File: config.mk
export PLATFORM = sky130hd
export DESIGN_NAME = lr_region_labeler
export DESIGN_NICKNAME = d
export VERILOG_FILES = /design/src/rtl/lr_pkg.sv /design/src/rtl/lr_sim_cmp.sv /design/src/rtl/lr_line_buf.sv /design/src/rtl/lr_equiv_tbl.sv /design/src/rtl/lr_region_labeler.sv
export SDC_FILE = /design/constraint.sdc
export NUM_CORES = 1
export LEC_CHECK = 0
export BUFFER_PORTS_ARGS = -buffer_cell sky130_fd_sc_hd__buf_2
export CAP_MARGIN = 20
export CORE_MARGIN = 5
export CORE_UTILIZATION = 47
export DETAILED_ROUTE_END_ITERATION = 16
export GPL_ROUTABILITY_DRIVEN = 0
export GPL_TIMING_DRIVEN = 0
export MAX_ROUTING_LAYER = met4
export PLACE_DENSITY = 0.66
export SKIP_CTS_REPAIR_TIMING = 1
export SLEW_MARGIN = 20
export SYNTH_ARGS = -nofsm -noshare
export SYNTH_HDL_FRONTEND = slang
export SYNTH_SLANG_ARGS = --single-unit
File: constraint.sdc
create_clock -name clk -period 11.6 [get_ports clk]
set_clock_uncertainty 0.15 [all_clocks]
set_input_delay 0.58 -clock clk [delete_from_list [all_inputs] [get_ports clk]]
set_output_delay 0.58 -clock clk [all_outputs]
set_load 0.005 [all_outputs]
File: src/rtl/lr_pkg.sv
package lr_pkg;
  parameter int CLS_W = 2;

  typedef enum logic [CLS_W-1:0] {
    CLS_HORIZ = 2'd0,
    CLS_VERT  = 2'd1,
    CLS_INTER = 2'd2,
    CLS_SPARE = 2'd3
  } plane_cls_e;

  localparam int NB_TOP  = 0;
  localparam int NB_LEFT = 1;
  localparam int NB_CNT  = 2;
endpackage

File: src/rtl/lr_sim_cmp.sv
module lr_sim_cmp #(
  parameter int NRM_W = 4,
  parameter int CLS_W = 2
) (
  input  logic               en_i,
  input  logic [CLS_W-1:0]   a_cls_i,
  input  logic [3*NRM_W-1:0] a_nrm_i,
  input  logic [CLS_W-1:0]   b_cls_i,
  input  logic [3*NRM_W-1:0] b_nrm_i,
  input  logic [NRM_W-1:0]   tol_i,
  output logic               match_o
);
  logic [2:0] comp_ok;

  for (genvar c = 0; c < 3; c++) begin : g_comp
    logic signed [NRM_W:0] diff;
    logic        [NRM_W:0] mag;
    always_comb begin
      diff = $signed({a_nrm_i[c*NRM_W+NRM_W-1], a_nrm_i[c*NRM_W +: NRM_W]})
           - $signed({b_nrm_i[c*NRM_W+NRM_W-1], b_nrm_i[c*NRM_W +: NRM_W]});
      mag  = diff[NRM_W] ? $unsigned(-diff) : $unsigned(diff);
      comp_ok[c] = (mag <= {1'b0, tol_i});
    end
  end

  assign match_o = en_i && (a_cls_i == b_cls_i) && (&comp_ok);
endmodule

File: src/rtl/lr_line_buf.sv
module lr_line_buf #(
  parameter int DEPTH = 8,
  parameter int DW    = 18
) (
  input  logic          clk,
  input  logic          rst_n,
  input  logic          push_i,
  input  logic [DW-1:0] din_i,
  output logic [DW-1:0] left_o,
  output logic [DW-1:0] top_o
);
  logic [DW-1:0] sr_q [DEPTH];

  for (genvar s = 0; s < DEPTH; s++) begin : g_stage
    logic [DW-1:0] nxt;
    if (s == 0) begin : g_head
      assign nxt = din_i;
    end else begin : g_body
      assign nxt = sr_q[s-1];
    end
    always_ff @(posedge clk or negedge rst_n) begin
      if (!rst_n)      sr_q[s] <= '0;
      else if (push_i) sr_q[s] <= nxt;
    end
  end

  assign left_o = sr_q[0];
  assign top_o  = sr_q[DEPTH-1];
endmodule

File: src/rtl/lr_equiv_tbl.sv
module lr_equiv_tbl #(
  parameter int N_LBL = 16,
  parameter int LBL_W = 4,
  parameter int CNT_W = 5
) (
  input  logic             clk,
  input  logic             rst_n,
  input  logic [CNT_W-1:0] n_alloc_i,
  input  logic             alloc_en_i,
  input  logic [LBL_W-1:0] alloc_lbl_i,
  input  logic             merge_en_i,
  input  logic [LBL_W-1:0] lbl_a_i,
  input  logic [LBL_W-1:0] lbl_b_i,
  input  logic             look_en_i,
  input  logic [LBL_W-1:0] look_lbl_i,
  output logic             fin_valid_o,
  output logic [LBL_W-1:0] fin_lbl_o
);
  logic [LBL_W-1:0] par_q [N_LBL];
  logic [LBL_W-1:0] par_d [N_LBL];
  logic [LBL_W-1:0] root_a, root_b, lo, hi;
  logic             do_merge;
  logic             fin_valid_q;
  logic [LBL_W-1:0] fin_lbl_q, fin_lbl_d;

  always_comb begin
    root_a   = par_q[lbl_a_i];
    root_b   = par_q[lbl_b_i];
    lo       = (root_a < root_b) ? root_a : root_b;
    hi       = (root_a < root_b) ? root_b : root_a;
    do_merge = merge_en_i && (root_a != root_b);
    for (int i = 0; i < N_LBL; i++) begin
      par_d[i] = par_q[i];
      if (do_merge && (par_q[i] == hi)) par_d[i] = lo;
    end
    if (alloc_en_i) par_d[alloc_lbl_i] = alloc_lbl_i;
    fin_lbl_d = look_en_i ? par_q[look_lbl_i] : fin_lbl_q;
  end

  always_ff @(posedge clk or negedge rst_n) begin
    if (!rst_n) begin
      for (int i = 0; i < N_LBL; i++) par_q[i] <= '0;
    end else if (alloc_en_i || do_merge) begin
      for (int i = 0; i < N_LBL; i++) par_q[i] <= par_d[i];
    end
  end

  always_ff @(posedge clk or negedge rst_n) begin
    if (!rst_n) begin
      fin_valid_q <= 1'b0;
      fin_lbl_q   <= '0;
    end else begin
      fin_valid_q <= look_en_i;
      fin_lbl_q   <= fin_lbl_d;
    end
  end

  assign fin_valid_o = fin_valid_q;
  assign fin_lbl_o   = fin_lbl_q;

  for (genvar gi = 0; gi < N_LBL; gi++) begin : g_chk
    AST_TBL_FLAT: assert property (@(posedge clk) disable iff (!rst_n)
      (CNT_W'(gi) < n_alloc_i) |-> ((par_q[par_q[gi]] == par_q[gi]) && (par_q[gi] <= LBL_W'(gi))))
      else $error("table entry not flat");
  end

  AST_JOIN_LOW: assert property (@(posedge clk) disable iff (!rst_n)
    do_merge |=> (par_q[$past(hi)] == $past(lo)))
    else $error("join did not re-point larger root");

  AST_ALLOC_ROOT: assert property (@(posedge clk) disable iff (!rst_n)
    alloc_en_i |=> (par_q[$past(alloc_lbl_i)] == $past(alloc_lbl_i)))
    else $error("fresh label not its own root");

  AST_FIN_LAT: assert property (@(posedge clk) disable iff (!rst_n)
    look_en_i |=> fin_valid_o)
    else $error("second-pass result late");
endmodule

File: src/rtl/lr_region_labeler.sv
module lr_region_labeler
  import lr_pkg::*;
#(
  parameter int IMG_W = 8,
  parameter int N_LBL = 16,
  parameter int NRM_W = 4,
  localparam int LBL_W = $clog2(N_LBL),
  localparam int CNT_W = $clog2(N_LBL + 1),
  localparam int COL_W = (IMG_W > 1) ? $clog2(IMG_W) : 1,
  localparam int NRM3  = 3 * NRM_W,
  localparam int DW    = CLS_W + NRM3 + LBL_W
) (
  input  logic             clk,
  input  logic             rst_n,
  input  logic             frame_start_i,
  input  logic [NRM_W-1:0] tol_i,
  input  logic             pt_valid_i,
  input  logic [CLS_W-1:0] pt_class_i,
  input  logic [NRM_W-1:0] pt_nx_i,
  input  logic [NRM_W-1:0] pt_ny_i,
  input  logic [NRM_W-1:0] pt_nz_i,
  output logic             lbl_valid_o,
  output logic [LBL_W-1:0] lbl_o,
  output logic             ovf_o,
  input  logic             res_valid_i,
  input  logic [LBL_W-1:0] res_lbl_i,
  output logic             fin_valid_o,
  output logic [LBL_W-1:0] fin_lbl_o
);
  // scan state
  logic [COL_W-1:0] col_q, col_d;
  logic             row1_q, row1_d;
  logic [CNT_W-1:0] cnt_q, cnt_d;
  logic             ovf_q, ovf_d;
  logic             lbl_vld_q;
  logic [LBL_W-1:0] lbl_q;

  logic             acc, col_last, full;
  logic [NRM3-1:0]  cur_nrm;
  logic [DW-1:0]    nb_w [NB_CNT];
  logic [NB_CNT-1:0] nb_en, nb_hit;
  logic [LBL_W-1:0] top_lbl, left_lbl, lbl_sel;
  logic             need_new, alloc_en, merge_en;
  logic [DW-1:0]    push_w;

  assign acc      = pt_valid_i && !frame_start_i;
  assign col_last = (col_q == COL_W'(IMG_W - 1));
  assign full     = (cnt_q == CNT_W'(N_LBL));
  assign cur_nrm  = {pt_nz_i, pt_ny_i, pt_nx_i};
  assign nb_en[NB_TOP]  = !row1_q;
  assign nb_en[NB_LEFT] = (col_q != '0);
  assign top_lbl  = nb_w[NB_TOP][LBL_W-1:0];
  assign left_lbl = nb_w[NB_LEFT][LBL_W-1:0];

  for (genvar n = 0; n < NB_CNT; n++) begin : g_nb
    lr_sim_cmp #(.NRM_W(NRM_W), .CLS_W(CLS_W)) u_cmp (
      .en_i    (nb_en[n]),
      .a_cls_i (pt_class_i),
      .a_nrm_i (cur_nrm),
      .b_cls_i (nb_w[n][LBL_W+NRM3 +: CLS_W]),
      .b_nrm_i (nb_w[n][LBL_W +: NRM3]),
      .tol_i   (tol_i),
      .match_o (nb_hit[n])
    );
  end

  always_comb begin
    need_new = !nb_hit[NB_TOP] && !nb_hit[NB_LEFT];
    merge_en = acc && nb_hit[NB_TOP] && nb_hit[NB_LEFT] && (top_lbl != left_lbl);
    alloc_en = acc && need_new && !full;
    if (nb_hit[NB_TOP] && nb_hit[NB_LEFT])
      lbl_sel = (top_lbl < left_lbl) ? top_lbl : left_lbl;
    else if (nb_hit[NB_TOP])  lbl_sel = top_lbl;
    else if (nb_hit[NB_LEFT]) lbl_sel = left_lbl;
    else if (full)            lbl_sel = LBL_W'(N_LBL - 1);
    else                      lbl_sel = cnt_q[LBL_W-1:0];
    push_w = {pt_class_i, cur_nrm, lbl_sel};
  end

  // next-state for scan position, counter, overflow
  always_comb begin
    col_d  = col_q;
    row1_d = row1_q;
    cnt_d  = cnt_q;
    ovf_d  = ovf_q;
    if (frame_start_i) begin
      col_d  = '0;
      row1_d = 1'b1;
      cnt_d  = '0;
      ovf_d  = 1'b0;
    end else if (acc) begin
      col_d  = col_last ? '0 : col_q + 1'b1;
      row1_d = row1_q && !col_last;
      if (alloc_en) cnt_d = cnt_q + 1'b1;
      if (need_new && full) ovf_d = 1'b1;
    end
  end

  always_ff @(posedge clk or negedge rst_n) begin
    if (!rst_n) begin
      col_q  <= '0;
      row1_q <= 1'b1;
      cnt_q  <= '0;
      ovf_q  <= 1'b0;
    end else if (frame_start_i || acc) begin
      col_q  <= col_d;
      row1_q <= row1_d;
      cnt_q  <= cnt_d;
      ovf_q  <= ovf_d;
    end
  end

  always_ff @(posedge clk or negedge rst_n) begin
    if (!rst_n) begin
      lbl_vld_q <= 1'b0;
      lbl_q     <= '0;
    end else begin
      lbl_vld_q <= acc;
      if (acc) lbl_q <= lbl_sel;
    end
  end

  lr_line_buf #(.DEPTH(IMG_W), .DW(DW)) u_line (
    .clk    (clk),
    .rst_n  (rst_n),
    .push_i (acc),
    .din_i  (push_w),
    .left_o (nb_w[NB_LEFT]),
    .top_o  (nb_w[NB_TOP])
  );

  lr_equiv_tbl #(.N_LBL(N_LBL), .LBL_W(LBL_W), .CNT_W(CNT_W)) u_tbl (
    .clk         (clk),
    .rst_n       (rst_n),
    .n_alloc_i   (cnt_q),
    .alloc_en_i  (alloc_en),
    .alloc_lbl_i (cnt_q[LBL_W-1:0]),
    .merge_en_i  (merge_en),
    .lbl_a_i     (top_lbl),
    .lbl_b_i     (left_lbl),
    .look_en_i   (res_valid_i),
    .look_lbl_i  (res_lbl_i),
    .fin_valid_o (fin_valid_o),
    .fin_lbl_o   (fin_lbl_o)
  );

  assign lbl_valid_o = lbl_vld_q;
  assign lbl_o       = lbl_q;
  assign ovf_o       = ovf_q;

  AST_FIRST_PT: assert property (@(posedge clk) disable iff (!rst_n)
    (acc && row1_q && (col_q == '0) && !full) |=> (lbl_o == $past(cnt_q[LBL_W-1:0])))
    else $error("corner point did not get a fresh label");

  AST_CNT_BOUND: assert property (@(posedge clk) disable iff (!rst_n)
    cnt_q <= CNT_W'(N_LBL))
    else $error("label counter out of range");

  AST_LBL_ISSUED: assert property (@(posedge clk) disable iff (!rst_n)
    lbl_valid_o |-> ({1'b0, lbl_o} < {1'b0, cnt_q}))
    else $error("emitted label never issued");

  AST_OVF_HOLD: assert property (@(posedge clk) disable iff (!rst_n)
    (ovf_o && !frame_start_i) |=> ovf_o)
    else $error("overflow flag dropped");

  AST_OVF_CAUSE: assert property (@(posedge clk) disable iff (!rst_n)
    $rose(ovf_o) |-> ($past(cnt_q) == CNT_W'(N_LBL)))
    else $error("overflow without full counter");

  AST_FRAME_CLR: assert property (@(posedge clk) disable iff (!rst_n)
    frame_start_i |=> (!ovf_o && (cnt_q == '0) && !lbl_valid_o))
    else $error("frame start did not clear state");

  AST_LBL_VLD: assert property (@(posedge clk) disable iff (!rst_n)
    acc |=> lbl_valid_o)
    else $error("label valid missing");

  AST_LBL_IDLE: assert property (@(posedge clk) disable iff (!rst_n)
    !acc |=> !lbl_valid_o)
    else $error("label valid without point");
endmodule

Yosys cells after proc, flatten, opt, wreduce, memory -nomap -nowiden
Cells that the tools add are included.
{"block": "word_totals", "ff_bits": 228, "out_inout_bits": 11}
{"block": "op_classes", "add_sub_neg": 14, "n_lt_le_gt_ge": 13, "eq_ne": 22, "mux": 53, "n_bitwise": 4, "reduce_logical": 49}
{"cell": "two-way mux 4 bit", "n": 30}
{"cell": "bitwise mux 64 bit", "n": 1}
{"cell": "== test 4 bit", "n": 16}
{"cell": "two-way mux 64 bit", "n": 1}
{"cell": "binary-select mux 4 bit (select 4 bit)", "n": 3}
{"cell": "two-way mux 5 bit", "n": 9}
{"cell": "logical AND 1 bit", "n": 32}
{"cell": "less-or-equal comparator 5 x 4 -> 1 bit", "n": 6}
{"cell": "negation 5 bit", "n": 6}
{"cell": "subtractor 4 x 4 -> 5 bit", "n": 6}
{"cell": "greater-or-equal comparator 5 bit, second input constant", "n": 4}
{"cell": "inverter 4 -> 5 bit", "n": 4}
{"cell": "demux 4 bit (select 4 bit)", "n": 1}
{"cell": "AND reduction 3 bit", "n": 4}
{"cell": "two-way mux 3 bit", "n": 3}
{"cell": "less-than comparator 4 bit", "n": 2}
{"cell": "!= test 4 bit", "n": 2}
{"cell": "logical NOT 1 bit", "n": 6}
{"cell": "nonzero test 2 bit", "n": 3}
{"cell": "adder 5 x 1 -> 5 bit, second input constant", "n": 1}
{"cell": "== test 5 bit, second input constant", "n": 1}
{"cell": "less-than comparator 5 x 1 -> 1 bit, second input constant", "n": 1}
{"cell": "two-way mux 1 bit", "n": 5}
{"cell": "== test 2 bit", "n": 2}
{"cell": "5 further kinds", "n": 6}

Longest topological paths before layout
Gate-level depths: netlist of run 1.
{"block": "depth", "depth_word": 14, "depth_mapped": 18, "ltp_nobuf": 17}

Cells and area by module
From an unflattened synthesis of run 1, not the netlist that was laid out.
{"block": "unflattened", "cells_unflattened": 1239, "area_unflattened_um2": 14579.0}
{"module": "lr_equiv_tbl", "n_inst": 1, "cells_per_inst": 570, "area_each_um2": 6003.3, "seq_area_each_um2": 1726.7}
{"module": "lr_line_buf", "n_inst": 1, "cells_per_inst": 304, "area_each_um2": 5580.4, "seq_area_each_um2": 3603.5}
{"module": "lr_region_labeler", "n_inst": 1, "cells_per_inst": 111, "area_each_um2": 1044.8, "seq_area_each_um2": 376.6}
{"module": "lr_sim_cmp at g_nb[1].u_cmp", "n_inst": 1, "cells_per_inst": 129, "area_each_um2": 991.0, "seq_area_each_um2": 0.0}
{"module": "lr_sim_cmp at g_nb[0].u_cmp", "n_inst": 1, "cells_per_inst": 125, "area_each_um2": 959.7, "seq_area_each_um2": 0.0}

Worst setup path before layout of run 1
OpenSTA, ideal clock, no wires.
{"block": "synth_timing", "kind": "in2reg", "from": "input pt_nz_i[0]", "to": "register u_tbl.par_q[10] in the netlist's numbering", "setup_time_ns": 0.126, "arrival_time_ns": 4.708, "setup_slack_ns": 6.615, "stages": 18, "path_cell_list": "inv_1 > ha_1 > fa_1 > nand2b_1 > a31oi_1 > a31oi_1 > xor2_1 > ha_1 > a21oi_1 > nand3_1 > a2111oi_0 > o21ai_0 > or4b_2 > buf_1 > clkbuf_1 > nor3_2 > mux2i_1 > nand2_1"}
{"block": "synth_via", "elab_chain_cells": 14}
{"element": "start, declared", "line": "lr_region_labeler.sv:21", "rtl": "input logic [NRM_W-1:0] pt_nz_i,"}
{"element": "subtractor 4 x 4 -> 5 bit", "line": "lr_sim_cmp.sv:20", "rtl": "- $signed({b_nrm_i[c*NRM_W+NRM_W-1], b_nrm_i[c*NRM_W +: NRM_W]});"}
{"element": "negation 5 bit", "line": "lr_sim_cmp.sv:21", "rtl": "mag = diff[NRM_W] ? $unsigned(-diff) : $unsigned(diff);"}
{"element": "two-way mux 5 bit", "line": "lr_sim_cmp.sv:21"}
{"element": "less-or-equal comparator 5 x 4 -> 1 bit", "line": "lr_sim_cmp.sv:22", "rtl": "comp_ok[c] = (mag <= {1'b0, tol_i});"}
{"element": "AND reduction 3 bit", "line": "lr_sim_cmp.sv:26", "rtl": "assign match_o = en_i && (a_cls_i == b_cls_i) && (&comp_ok);"}
{"element": "logical AND 1 bit", "line": "lr_sim_cmp.sv:26"}
{"element": "logical AND 1 bit (3 in series)", "line": "lr_region_labeler.sv:69", "rtl": "merge_en = acc && nb_hit[NB_TOP] && nb_hit[NB_LEFT] && (top_lbl != left_lbl);"}
{"element": "logical AND 1 bit", "line": "lr_equiv_tbl.sv:31", "rtl": "do_merge = merge_en_i && (root_a != root_b);"}
{"element": "logical AND 1 bit", "line": "lr_equiv_tbl.sv:34", "rtl": "if (do_merge && (par_q[i] == hi)) par_d[i] = lo;"}
{"element": "two-way mux 4 bit", "line": "lr_equiv_tbl.sv:34"}
{"element": "bitwise mux 64 bit", "line": "lr_equiv_tbl.sv:36", "rtl": "if (alloc_en_i) par_d[alloc_lbl_i] = alloc_lbl_i;"}
{"element": "two-way mux 64 bit", "line": "lr_equiv_tbl.sv:36"}
{"element": "end, declared", "line": "lr_equiv_tbl.sv:19", "rtl": "logic [LBL_W-1:0] par_q [N_LBL];"}
Several ways; a longest one is shown, not always the timed one.
A chain may end at the register's enable or synchronous reset.

==> metrics.md, run 1 <==
| Metric | Value |
|---|---|
| Status | completed |
| Die Span Y | approximately 180 µm |
| Final ANT Viol Nets | 0 |
| HPWL after DPL | slightly above 30 mm |
| Site row count | between 60 and 70 |
| Syn Area/Cell | ~9.6 µm² |
| CTS max path bufs | 3 |
| Pin count of the biggest net entering global routing | between 90 and 100 |
| Crit-path slowest cell | clkbuf_1 |
| Number of max-cap violations | 0 |
| Avg WL per Cell | 20.8 µm |
| Diodes inserted | 0 |
| Min-delay src | res_valid_i |
| CP peak stage delay | ~700 ps |
| Initial cell density of the core | a little under half |
| First-pass GRT wire length | ~65 mm |
| WHS Endpoint | u_tbl.fin_valid_o$_DFF_PN0_ |
| Clk sinks | 224 |
| Worst slew pin tran | between 900 and 1000 ps |
| Relative max-transition margin | about a third |
| Synth top cells by count | nand2_1 (385), dfrtp_1 (223), ha_1 (71), xnor2_1 (71), clkbuf_1 (65) |
| Pleak | 7.40 nW |
| Vias | ~12,000 |
| Seq cells post-synth | between 200 and 250 |
| Gr ovfl total | 0 |
| Vias in the first global route | about 12,000 |
| Post-synth EDFFs | 0 |
| Crit Path Class | flop to flop |
| Syn Inst Count | around 1,500 |
| Most common cell in the netlist | nand2_1 |
| R2R setup slack | about 5200 ps |
| GRT Util Overall | about a quarter |
| Cells after DPL | roughly 1,900 |
| RSZ-0062 raised after global routing | false |
| Fraction of layout cells with a size suffix above 1 | between 10% and 20% |
| Synth Flop Type | dfrtp_1 |
| Ports | 38 |
| Minimum clock period | 6440 ps |
| Number of port buffers | 35 |
| Area Overhead vs Synth | 11.3% |
| Vias/cell | 5.95 |
| Synth Cell Area | roughly 14,000 µm² |
| Num CTS Buffers | 25 |
| Crit Path Max Fanout | 10 |
| Critical path, cell by cell | buf_6, buf_2, mux4_2, mux4_2, buf_2, buf_2, inv_1, ha_1, nor2b_1, o21ai_1, and2_1, clkbuf_1, clkbuf_1, nand2_1, o21ai_1, clkbuf_1, mux2i_1, nor2_1 |
| Largest area contributor in the netlist | dfrtp_1 |
| Non-filler cells, final | roughly 2,000 |
| Root buffer cell | clkbuf_16 |
| Buffers and inverters on the worst path | 8 |
| Clock transition at path regs | 60 ps |
| Top-area cell type share of the netlist area | between 30 and 40% |
| Pre-Repair DR Iteration Count | 8 |
| Fin. Hold Viols | 0 |
| Hold Path Class | primary input to flop |
| # DRC | 0 |
| Fmax | between 0.15 and 0.2 GHz |
| Core ar. | 29,800 µm² |
| Pwr dens | 208 nW/µm² |
| Setup TNS | 0 ps |
| Worst reg2reg endpoint | u_tbl.par_q[50]$_DFFE_PN0P_ |
| Final Core Density | 53.3% |
| Startpoint type of the worst setup path | flop |
| Syn nets | roughly 1,600 |
| Die Area | 34,000 µm² |
| Synth Warn # | 0 |
| Distinct cells, synth | 63 |
| Max rail drop VDD | roughly 0.16 mV |
| Max-slew violation count | 0 |
| Worst Path Arrival | between 6000 and 7000 ps |
| Antenna violations before repair | 0 |
| Register area share after synthesis | roughly two fifths |
| WP data required | ~12,000 ps |
| H-Tree Depth | 1 |
| Top cells by area, synth | dfrtp_1 (39%), nand2_1 (10%), mux4_2 (8.4%), ha_1 (6.2%), xnor2_1 (4.4%) |
| Final WL | about 40 mm |
| Die Span X | 184 µm |
| Final setup fails | 0 |
| Worst-Skew Late Latency | between 500 and 600 ps |
| Initial DRC count | approximately 900 |
| PnR worst setup slack | 5160 ps |
| Tcrit/Tclk final | a little under three fifths |
| Worst Reg-to-Reg Cells | 18 |
| Final #Nets | roughly 1,700 |
| CTS tree | yes |
| Dpl ws | 5250 ps |
| Fraction of registers with async set or reset after synthesis | 100% |
| R2R Path Start | lbl_o[0]$_DFFE_PN0P_ |
| FILL cells | 2,753 |
| Hold path depth | 1 |
| CP Capture Type | flop |
| Crit path max-delay family | buffers and inverters |
## logic make-up (layout without fill, tap and decap cells)
| kind of cell | Yosys count | after routing | share of synthesized area [%] |
|---|---|---|---|
| AOI/OAI and AO/OA | 197 | 197 | 8.83 |
| muxes | 127 | 127 | 14.5 |
| adders and majority gates | 77 | 77 | 7.06 |
| buffers and inverters | 149 | 233 | 4.42 |
| DFF | 224 | 224 | 39.3 |
| and+or+nand+nor | 614 | 614 | 19.8 |
| xor gates and xnor gates | 100 | 100 | 6.13 |
## sequential cells by signal, summed over array words and instances, names as in the netlist
register	flops
u_tbl.fin_lbl_o	4
cnt_q	5
lbl_o	3
u_line.left_o	15
u_line.g_stage.nxt	108
row1_q	1
col_q	3
u_tbl.par_q	64
lbl_valid_o	1
u_line.top_o	18
u_tbl.fin_valid_o	1
ovf_o	1
## worst max path at each step
stage               depth (start not counted)  slack (ps)            startpoint                     endpoint
detailed placement                         18        5250  lbl_o[0]$_DFFE_PN0P_  u_tbl.par_q[50]$_DFFE_PN0P_
CTS                                        18        5260  lbl_o[0]$_DFFE_PN0P_  u_tbl.par_q[50]$_DFFE_PN0P_
floorplan                                  18        6620            pt_nz_i[0]  u_tbl.par_q[10]$_DFFE_PN0P_
global placement                           18        5300  lbl_o[0]$_DFFE_PN0P_  u_tbl.par_q[50]$_DFFE_PN0P_
finish                                     18        5160  lbl_o[0]$_DFFE_PN0P_  u_tbl.par_q[50]$_DFFE_PN0P_
global route                               18        4930  lbl_o[0]$_DFFE_PN0P_  u_tbl.par_q[50]$_DFFE_PN0P_
## layout by cell type (no fill, tap or decap), types with 42 or more instances in the layout
cell type  instances
inv_1             60
mux2i_1           53
nor2_1            52
nand3_1           45
dfrtp_1          223
xnor2_1           71
buf_2             42
nand2_1          385
ha_1              71
o21ai_0           51
clkbuf_1          72
mux4_2            53
## layout make-up
class / instances / area [µm²] / share of cell area, %
tap: 390 / 488 / 3.07
buffer: 88 / 402 / 2.53
timing repair buffer: 38 / 250 / 1.58
sequential: 224 / 5610 / 35.3
inverter: 61 / 229 / 1.44
clock buffer: 36 / 707 / 4.45
clock inverter: 10 / 155 / 0.977
multi-input combinational: 1115 / 8050 / 50.7
## through the flow
step | hold slack (ps) | power, W | cell area [µm²]
floorplan | 134 | 0.00205 | 14300
global placement | 296 | 0.00240 | 14900
finish | 78.1 | 0.00330 | 15900
CTS | -172 | 0.00329 | 15900
detailed placement | 301 | 0.00245 | 15000
global route | 67.9 | 0.00349 | 15900
## power by group
group / internal [W] / leakage (nW) / switching [W]
clock network: 0.000496 / 0.416 / 0.000339
registers: 0.000897 / 2.97 / 0.000104
logic: 0.000587 / 4.01 / 0.000876
total: 0.00198 / 7.40 / 0.00132
## worst reg2reg max path, stage by stage (launching register included)
cell and delay [ps]:
dfrtp_1 440, buf_6 200, buf_2 390, mux4_2 560
mux4_2 510, buf_2 240, buf_2 260, inv_1 110
ha_1 240, nor2b_1 130, o21ai_1 360, and2_1 190
clkbuf_1 420, clkbuf_1 510, nand2_1 100, o21ai_1 530
clkbuf_1 720, mux2i_1 190, nor2_1 130
## layer usage
metal | GRT usage (%) | up-vias | share of wire [%]
met4 | 10.2 | 0 | 4.7
li1 | - | 5329 | -
met1 | 30.3 | 5701 | 40
met2 | 41.7 | 495 | 49
met5 | - | - | 0
met3 | 3.45 | 145 | 6.3
Power figures use the tool's default switching activity.
==> run 2: changes to the inputs <==
- PLACE_DENSITY: 0.66 -> 0.68
- clock period: 11.6 -> 5.3 ns (I/O delays scaled with it)
==> metrics.md, run 2 (same netlist as run 1, synthesis figures left out) <==
| Metric | Value |
|---|---|
| Status | finished with violations (was completed) |
| Failing checks | hold timing |
| Cells after DPL | 1,915 (unchanged) |
| Fraction of layout cells with a size suffix above 1 | 13.7% (was 11.5%) |
| Minimum clock period | 5180 ps (was 6440 ps) |
| First-pass GRT wire length | 64.9 mm (about the same) |
| Largest register FFs | 108 (unchanged) |
| Dpl ws | -1080 ps (was 5250 ps) |
| Number of max-cap violations | 0 (unchanged) |
| CTS tree | yes (unchanged) |
| Tcrit/Tclk final | 97.7% (was 55.5%) |
| Die Area | 34,000 µm² (unchanged) |
| Hold Path Class | primary input to flop (unchanged) |
| Clk sinks | 224 (unchanged) |
| Final ANT Viol Nets | 0 (unchanged) |
| Vias in the first global route | 11,900 (was 11,800) |
| Root buffer cell | clkbuf_16 (unchanged) |
| FILL cells | 2,618 (was 2,753) |
| Antenna violations before repair | 0 (unchanged) |
| Pre-Repair DR Iteration Count | 5 (was 8) |
| HPWL after DPL | 30.5 mm (was 30.7 mm) |
| Max rail drop VDD | 0.387 mV (was 0.161 mV) |
| Area Overhead vs Synth | 13.2% (was 11.3%) |
| Pwr dens | 455 nW/µm² (was 208 nW/µm²) |
| Power, Total | 0.00735 W (was 0.00330 W) |
| CP Capture Type | flop (unchanged) |
| Core ar. | 29,800 µm² (unchanged) |
| Number of port buffers | 35 (unchanged) |
| Clock transition at path regs | 70 ps (was 60 ps) |
| Commonest non-fill, non-tap cell in the layout | nand2_1 (unchanged) |
| Final setup fails | 0 (unchanged) |
| Worst Path Arrival | 5420 ps (was 6760 ps) |
| Max-slew violation count | 0 (unchanged) |
| Initial DRC count | 1,198 (was 901) |
| GRT Util Overall | 24.7% (was 24.9%) |
| Most frequent cells in the layout | nand2_1 (384), dfrtp_1 (222), xnor2_1 (71), ha_1 (71), inv_1 (60) (was nand2_1 (385), dfrtp_1 (223), clkbuf_1 (72)) |
| Worst slew pin tran | 1220 ps (was 985 ps) |
| WP data required | 5540 ps (was 11,910 ps) |
| # DRC | 0 (unchanged) |
| Post-Route Hold Slack | -62.5 ps (was 78.1 ps) |
| Startpoint type of the worst setup path | flop (unchanged) |
| Fmax | 0.193 GHz (was 0.155 GHz) |
| Ports | 38 (unchanged) |
| Pleak | 7.61 nW (was 7.40 nW) |
| PnR worst setup slack | 122 ps (was 5160 ps) |
| Die Span Y | 184 µm (unchanged) |
| Avg WL per Cell | 20.8 µm (about the same) |
| Final #Nets | 1,675 (was 1,657) |
| Gr ovfl total | 0 (unchanged) |
| Fin. Hold Viols | 2 (was 0) |
| Diodes inserted | 0 (unchanged) |
| Relative max-transition margin | 18.5% (was 34.2%) |
| Num CTS Buffers | 25 (unchanged) |
| Initial cell density of the core | 47.9% (unchanged) |
| Crit Path Class | flop to flop (unchanged) |
| Vias | 11,800 (was 11,700) |
| H-Tree Depth | 1 (unchanged) |
| Worst-Skew Late Latency | 540 ps (was 550 ps) |
| Setup TNS | 0 ps (unchanged) |
| Final WL | 41.1 mm (was 40.9 mm) |
| CTS max path bufs | 3 (unchanged) |
| Vias/cell | 5.96 (was 5.95) |
| Non-filler cells, final | 1,978 (was 1,962) |
| Die Span X | 184 µm (unchanged) |
| Crit Path Max Fanout | 10 (unchanged) |
| Site row count | 63 (unchanged) |
| Pin count of the biggest net entering global routing | 99 (was 97) |
| RSZ-0062 raised after global routing | true (was false) |
run 2: where the power goes:
group / switching, W / total [W] / internal (W) / leakage (nW)
combinational: 0.00204 / 0.00343 / 0.00139 / 4.24
clock: 0.000721 / 0.00173 / 0.00101 / 0.406
sequential: 0.000229 / 0.00219 / 0.00196 / 2.96
total: 0.00299 / 0.00735 / 0.00436 / 7.61
run 2: final cells by class:
type	count	area, µm²	area share, %
inverters	61	229	1.42
flip-flops and latches	224	5610	34.7
plain buffers	87	430	2.66
clock inverters	9	97.6	0.604
repair buffers	57	428	2.65
well taps	390	488	3.02
multi-input cells	1115	8160	50.5
clock buffers	35	723	4.47
run 2: metrics by stage:
step / instance area [µm²] / hold WS, ps / utilization [%]
after floorplan: 14300 / -181 / -
after global placement: 14900 / 295 / 50.1
after detailed placement: 15000 / 83.2 / 50.4
after CTS: 15800 / -482 / 53.1
after global routing: 16200 / 3.51 / 54.3
final: 16200 / -62.5 / 54.3
run 2: critical path, stage by stage, from the launching register on:
cell and delay, ps:
dfrtp_1 440, buf_6 210, buf_6 220, mux4_2 530, mux4_2 510, buf_2 230, buf_2 260, inv_1 100
ha_1 240, nor2b_1 150, o21ai_2 270, and3_1 260, buf_6 140, clkbuf_2 280, o211ai_1 160, a22o_1 240
nor3_2 310, mux2i_1 260, a31oi_1 60
run 2: final timing paths:
check	from	to	slack [ps]	depth (start not counted)
min in group asynchronous	rst_n	u_tbl.par_q[45]$_DFFE_PN0P_	100	2
hold / removal	pt_nx_i[0]	u_line.left_o[4]$_DFFE_PN0P_	-60	3
setup / recovery	lbl_o[0]$_DFFE_PN0P_	u_tbl.par_q[47]$_DFFE_PN0P_	120	18
setup reg to reg	lbl_o[0]$_DFFE_PN0P_	u_tbl.par_q[47]$_DFFE_PN0P_	120	18
max in group asynchronous	rst_n	u_line.g_stage[2].nxt[6]$_DFFE_PN0P_	3690	4
hold reg to reg	u_line.g_stage[5].nxt[7]$_DFFE_PN0P_	u_line.g_stage[6].nxt[7]$_DFFE_PN0P_	310	2
run 2: metal layers:
metal | GRT usage (%) | vias up | part of all wire, %
met5 | - | - | 0
met2 | 40.2 | 535 | 47
met1 | 30.9 | 5728 | 40
met4 | 9.76 | 0 | 5.2
li1 | - | 5365 | -
met3 | 4.42 | 167 | 7.7
